--- src/rtl/vlan_ingress_filter.sv ---
module vlan_ingress_filter #(
  parameter int NPORTS = 8,
  parameter int VID_W  = 12,
  parameter int FID_W  = 3,
  parameter int CFG_W  = 16
) (
  input  logic                      clk,
  input  logic                      rst_n,
  input  logic                      cfg_we,
  input  logic [$clog2(NPORTS)-1:0] cfg_port,
  input  logic [2:0]                cfg_sel,
  input  logic [CFG_W-1:0]          cfg_data,
  input  logic                      in_valid,
  input  logic [$clog2(NPORTS)-1:0] in_port,
  input  logic                      in_tagged,
  input  logic [VID_W-1:0]          in_vid,
  output logic [VID_W-1:0]          lookup_vid,
  input  logic                      tbl_hit,
  input  logic                      tbl_entry_valid,
  input  logic [NPORTS-1:0]         tbl_members,
  input  logic [FID_W-1:0]          tbl_fid,
  output logic                      out_valid,
  output logic                      drop,
  output logic [1:0]                drop_reason,
  output logic [NPORTS-1:0]         dest_map
);
  localparam int PORT_W = $clog2(NPORTS);
  localparam int STP_W  = 2 * (2 ** FID_W);

  localparam logic [2:0] SEL_MODE = 3'd0;
  localparam logic [2:0] SEL_MTX  = 3'd1;
  localparam logic [2:0] SEL_PVID = 3'd2;
  localparam logic [2:0] SEL_ACC  = 3'd3;
  localparam logic [2:0] SEL_STP  = 3'd4;

  localparam logic [1:0] RSN_NONE = 2'd0;
  localparam logic [1:0] RSN_TYPE = 2'd1;
  localparam logic [1:0] RSN_VLAN = 2'd2;
  localparam logic [1:0] RSN_STP  = 2'd3;

  logic [1:0]        mode_q [NPORTS];
  logic [NPORTS-1:0] mtx_q  [NPORTS];
  logic [VID_W-1:0]  pvid_q [NPORTS];
  logic [1:0]        acc_q  [NPORTS];
  logic [STP_W-1:0]  stp_q  [NPORTS];

  for (genvar g = 0; g < NPORTS; g++) begin : g_port
    always_ff @(posedge clk) begin
      if (!rst_n) begin
        mode_q[g] <= 2'd0;
        mtx_q[g]  <= '1;
        pvid_q[g] <= '0;
        acc_q[g]  <= 2'd0;
        stp_q[g]  <= '1;
      end else if (cfg_we && cfg_port == PORT_W'(g)) begin
        case (cfg_sel)
          SEL_MODE: mode_q[g] <= cfg_data[1:0];
          SEL_MTX:  mtx_q[g]  <= cfg_data[NPORTS-1:0];
          SEL_PVID: pvid_q[g] <= cfg_data[VID_W-1:0];
          SEL_ACC:  acc_q[g]  <= cfg_data[1:0];
          SEL_STP:  stp_q[g]  <= cfg_data[STP_W-1:0];
          default: ;
        endcase
      end
    end
  end

  logic [1:0]        cur_mode, cur_acc, stp_state, reason;
  logic [NPORTS-1:0] cur_mtx, cand, final_map;
  logic [STP_W-1:0]  cur_stp;
  logic              found, member, type_ok, vlan_ok;
  logic [FID_W-1:0]  fid_sel;

  assign cur_mode   = mode_q[in_port];
  assign cur_acc    = acc_q[in_port];
  assign cur_mtx    = mtx_q[in_port];
  assign cur_stp    = stp_q[in_port];
  assign lookup_vid = in_tagged ? in_vid : pvid_q[in_port];

  assign found     = tbl_hit & tbl_entry_valid;
  assign member    = tbl_members[in_port];
  assign fid_sel   = found ? tbl_fid : '0;
  assign stp_state = cur_stp[{fid_sel, 1'b0} +: 2];
  assign type_ok   = (cur_acc == 2'd1) ? in_tagged :
                     (cur_acc == 2'd2) ? !in_tagged : 1'b1;

  always_comb begin
    case (cur_mode)
      2'd1: begin
        cand    = found ? tbl_members : cur_mtx;
        vlan_ok = 1'b1;
      end
      2'd3: begin
        cand    = tbl_members;
        vlan_ok = found & member;
      end
      default: begin
        cand    = cur_mtx;
        vlan_ok = 1'b1;
      end
    endcase
  end

  assign final_map = cand & ~(NPORTS'(1) << in_port);

  always_comb begin
    if (!type_ok)               reason = RSN_TYPE;
    else if (!vlan_ok)          reason = RSN_VLAN;
    else if (stp_state != 2'd3) reason = RSN_STP;
    else if (final_map == '0)   reason = RSN_VLAN;
    else                        reason = RSN_NONE;
  end

  always_ff @(posedge clk) begin
    if (!rst_n) begin
      out_valid   <= 1'b0;
      drop        <= 1'b0;
      drop_reason <= RSN_NONE;
      dest_map    <= '0;
    end else begin
      out_valid <= in_valid;
      if (in_valid) begin
        drop        <= (reason != RSN_NONE);
        drop_reason <= reason;
        dest_map    <= (reason != RSN_NONE) ? '0 : final_map;
      end
    end
  end
endmodule


--- config.mk ---
export PLATFORM = sky130hd
export DESIGN_NAME = vlan_ingress_filter
export DESIGN_NICKNAME = d
export VERILOG_FILES = /design/src/rtl/vlan_ingress_filter.sv
export SDC_FILE = /design/constraint.sdc
export NUM_CORES = 1
export LEC_CHECK = 0
export BUFFER_PORTS_ARGS = -buffer_cell sky130_fd_sc_hd__buf_2
export CAP_MARGIN = 30
export CORE_ASPECT_RATIO = 0.75
export CORE_MARGIN = 4
export CORE_UTILIZATION = 55
export CTS_CLUSTER_DIAMETER = 50
export DETAILED_ROUTE_END_ITERATION = 10
export PLACE_DENSITY = 0.7
export SLEW_MARGIN = 20
export SYNTH_ARGS = -nofsm -noshare
export SYNTH_HDL_FRONTEND = slang
export SYNTH_SLANG_ARGS = --single-unit
export TNS_END_PERCENT = 5
--- constraint.sdc ---
create_clock -name clk -period 9 [get_ports clk]
set_clock_uncertainty 0.1 [all_clocks]
set_input_delay 1.35 -clock clk [delete_from_list [all_inputs] [get_ports clk]]
set_output_delay 1.35 -clock clk [all_outputs]
set_load 0.005 [all_outputs]
==> results_dict.tcl <==
set metrics [dict create \
    crit_arrival_ns 3.53 \
    place_hpwl_um 23380 \
    postCtsHoldBufs 0 \
    status "completed" \
    relSlewSlack_pct 34.72 \
    hold-path-endpoint "dest_map[3]$_SDFFE_PN0P_" \
    slowest_delay_ns 0.73 \
    grt_usage_pct 24.66 \
    ys_types 51 \
    peakVddDrop_uv 154.0 \
    hp-class "reg2reg" \
    cts_tree "done" \
    tightest_slew_ns 0.9756 \
    cts_root_buf "clkbuf_16" \
    crit_chain "buf_4 > buf_4 > mux4_2 > mux2i_1 > o21ai_0 > buf_2" \
    r2r_slack_ns 6.32 \
    drtIter0Drc 966 \
    detail-route-antenna-nets 0 \
    rsz0062_at_grt "false" \
    die_w_um 198.5 \
    nFillCells 1975 \
    seq_area_um2 9639 \
    cp_max_fo 58 \
    synth_top_flop_cell "edfxtp_1" \
    grt-ovfl-total 0 \
    grt_pass1_wl_um 55380 \
    gp_congestion 0.8633 \
    clock_latency_ns 0.52 \
    hold_viol_final 0 \
    n_antenna_cell 0 \
    timing.rr.end "dest_map[6]$_SDFFE_PN0P_" \
    crit_path_frequent_cell "buf_4" \
    firstDrtPassIters 5 \
    fp.coreArea_um2 26350 \
    crit_path_start_kind "input port" \
    antenna_found_initial 1 \
    reg2reg_from "stp_q[4][15]$_SDFFCE_PN1P_" \
    rr_worst_depth 7 \
    synthTopCellsByArea "edfxtp_1 (63%), or2_2 (6.9%), mux4_2 (6.0%)" \
    syn-num-nets 1185 \
    clk_path_buf_depth 3 \
    synth_edf_count 313 \
    synth-seq-cells 325 \
    synth_top_area_share_pct 62.79 \
    drc 0 \
    layout-drive-gt1-share_pct 30.50 \
    syn_avg_cell_area_um2 13.25 \
    die_area_um2 29950 \
    routed_via_density 6.017 \
    crit_slowest_cell "buf_4" \
    ctsResizeCount 0 \
    yosysMostFrequentCell "edfxtp_1" \
    port_buffers 78 \
    p_leak_uw 0.005676 \
    die_y_um 150.9 \
    yosysSeqAreaShare_pct 64.39 \
    synth_commonest_cells "edfxtp_1 (313), or2_2 (164), and2_1 (97)" \
    detail_route.wl_per_cell_um 23.05 \
    path_class "in2out" \
    cp-end-kind "primary output" \
    clk_pin_slew_worst_paths_ns 0.06 \
    io_pins 79 \
    multi_input_area_um2 4985 \
    synth_area_um2 14970 \
    async_flop_share_pct 0 \
    period_minus_slack_ns 4.981 \
    setup_violations 0 \
    ys_warn_count 0 \
    hold-path-cell-count 2 \
    grt_max_degree 59 \
    grt_pass1_vias 9203 \
    final_nets 1246 \
    area_delta_synth_final_pct 11.73 \
    postSynthCellCount 1130 \
    critical_path_required_ns 7.55 \
    num_rows 51 \
    drt_wl_total_um 35830 \
    post-route-period-util_pct 55.34 \
    pwr_density_cell_nw_per_um2 199.4 \
    hold_start "dest_map[3]$_SDFFE_PN0P_" \
    cts.htree.levels 2 \
    fmax_mhz 200.8 \
    setup_tns_ns 0 \
    cts_setup_buffers 0 \
    slew_viol_final 0 \
    yosys.area.top_type "edfxtp_1" \
    cap_violations 0 \
    cts.sinks 325 \
    vias 9351 \
    initial_core_util_pct 56.80 \
    utilization_pct 63.47 \
    numCtsBuffers 35 \
]
final cells by class:
class	instances	area share [%]
Clock buffer	44	5.693
Clock inverter	12	0.4488
Inverter	8	0.1795
Multi-Input combinational cell	715	29.80
Sequential cell	325	57.63
Tap cell	344	2.573
Timing Repair Buffer	106	3.673
worst max path at each step:
stage	from	endpoint	slack [ns]	depth (start not counted)
after floorplan	in_port[0]	lookup_vid[10]	4.23	8
after detailed placement	in_port[1]	dest_map[6]$_SDFFE_PN0P_	3.78	9
final	in_port[1]	lookup_vid[2]	4.02	6
after CTS	in_port[1]	lookup_vid[2]	4.02	6
after global routing	in_port[1]	lookup_vid[4]	3.93	6
after global placement	in_port[1]	dest_map[6]$_SDFFE_PN0P_	3.83	9
critical path: cells and delay by family:
kind	cells	cell delay, ns
buf+inv	3	1.35
compound gates	1	0.10
mux	2	0.63
cell families after synthesis:
kind of cell | after synthesis | synth area share (%)
and+or+nand+nor | 492 | 18.40
DFF | 325 | 64.39
AOI/OAI and AO/OA | 143 | 6.043
buffers and inverters | 90 | 2.432
muxes | 80 | 8.735
layer usage:
metal | GRT usage [%] | part of all wire (%) | up-vias
li1 | - | - | 4258
met1 | 35.87 | 42 | 4611
met3 | 6.026 | 9.3 | 81
met5 | 0 | 0.036 | -
met2 | 37.64 | 46 | 399
met4 | 7.006 | 2.5 | 2
sequential cells by signal, indices dropped and copies added, names as in the netlist:
| signal | cells |
|---|---|
| drop_reason | 2 |
| stp_q | 128 |
| drop | 1 |
| out_valid | 1 |
| mode_q | 16 |
| pvid_q | 96 |
| acc_q | 16 |
| dest_map | 8 |
| mtx_q | 57 |
layout by cell type (no fill, tap or decap), types with 8 or more instances in the layout:
master       n
or3_1        9
nand2b_1    25
nand3_1     40
nand3b_1     8
dfxtp_1     12
nand2_1     61
a21oi_1     10
mux4_2      40
edfxtp_1   313
nor2_1      58
clkbuf_16   37
or2_2      164
buf_4       22
o211ai_1    14
buf_2       79
and2_1      97
a22oi_1      8
mux2i_1     35
o21ai_0     59
o21ai_1     16
stage by stage:
step | instance area [µm²] | hold WS, ns | setup slack [ns] | cells | total power (µW)
floorplan | 14970 | 0.3495 | 4.226 | 1130 | 1938
global placement | 15590 | 0.3461 | 3.829 | 1486 | 2036
detailed placement | 15660 | 0.3462 | 3.780 | 1493 | 2047
CTS | 16690 | 0.3613 | 4.021 | 1549 | 3355
global route | 16730 | 0.3872 | 3.935 | 1554 | 3456
finish | 16730 | 0.3556 | 4.019 | 1554 | 3336
where the power goes:
part | total [µW] | switching, µW | leakage (µW) | internal [µW]
registers | 1760 | 23.5 | 0.00318 | 1730
logic | 258 | 165 | 0.00200 | 93.2
clock network | 1320 | 571 | 0.000492 | 748
No activity file was read; power rests on OpenSTA's default activity.
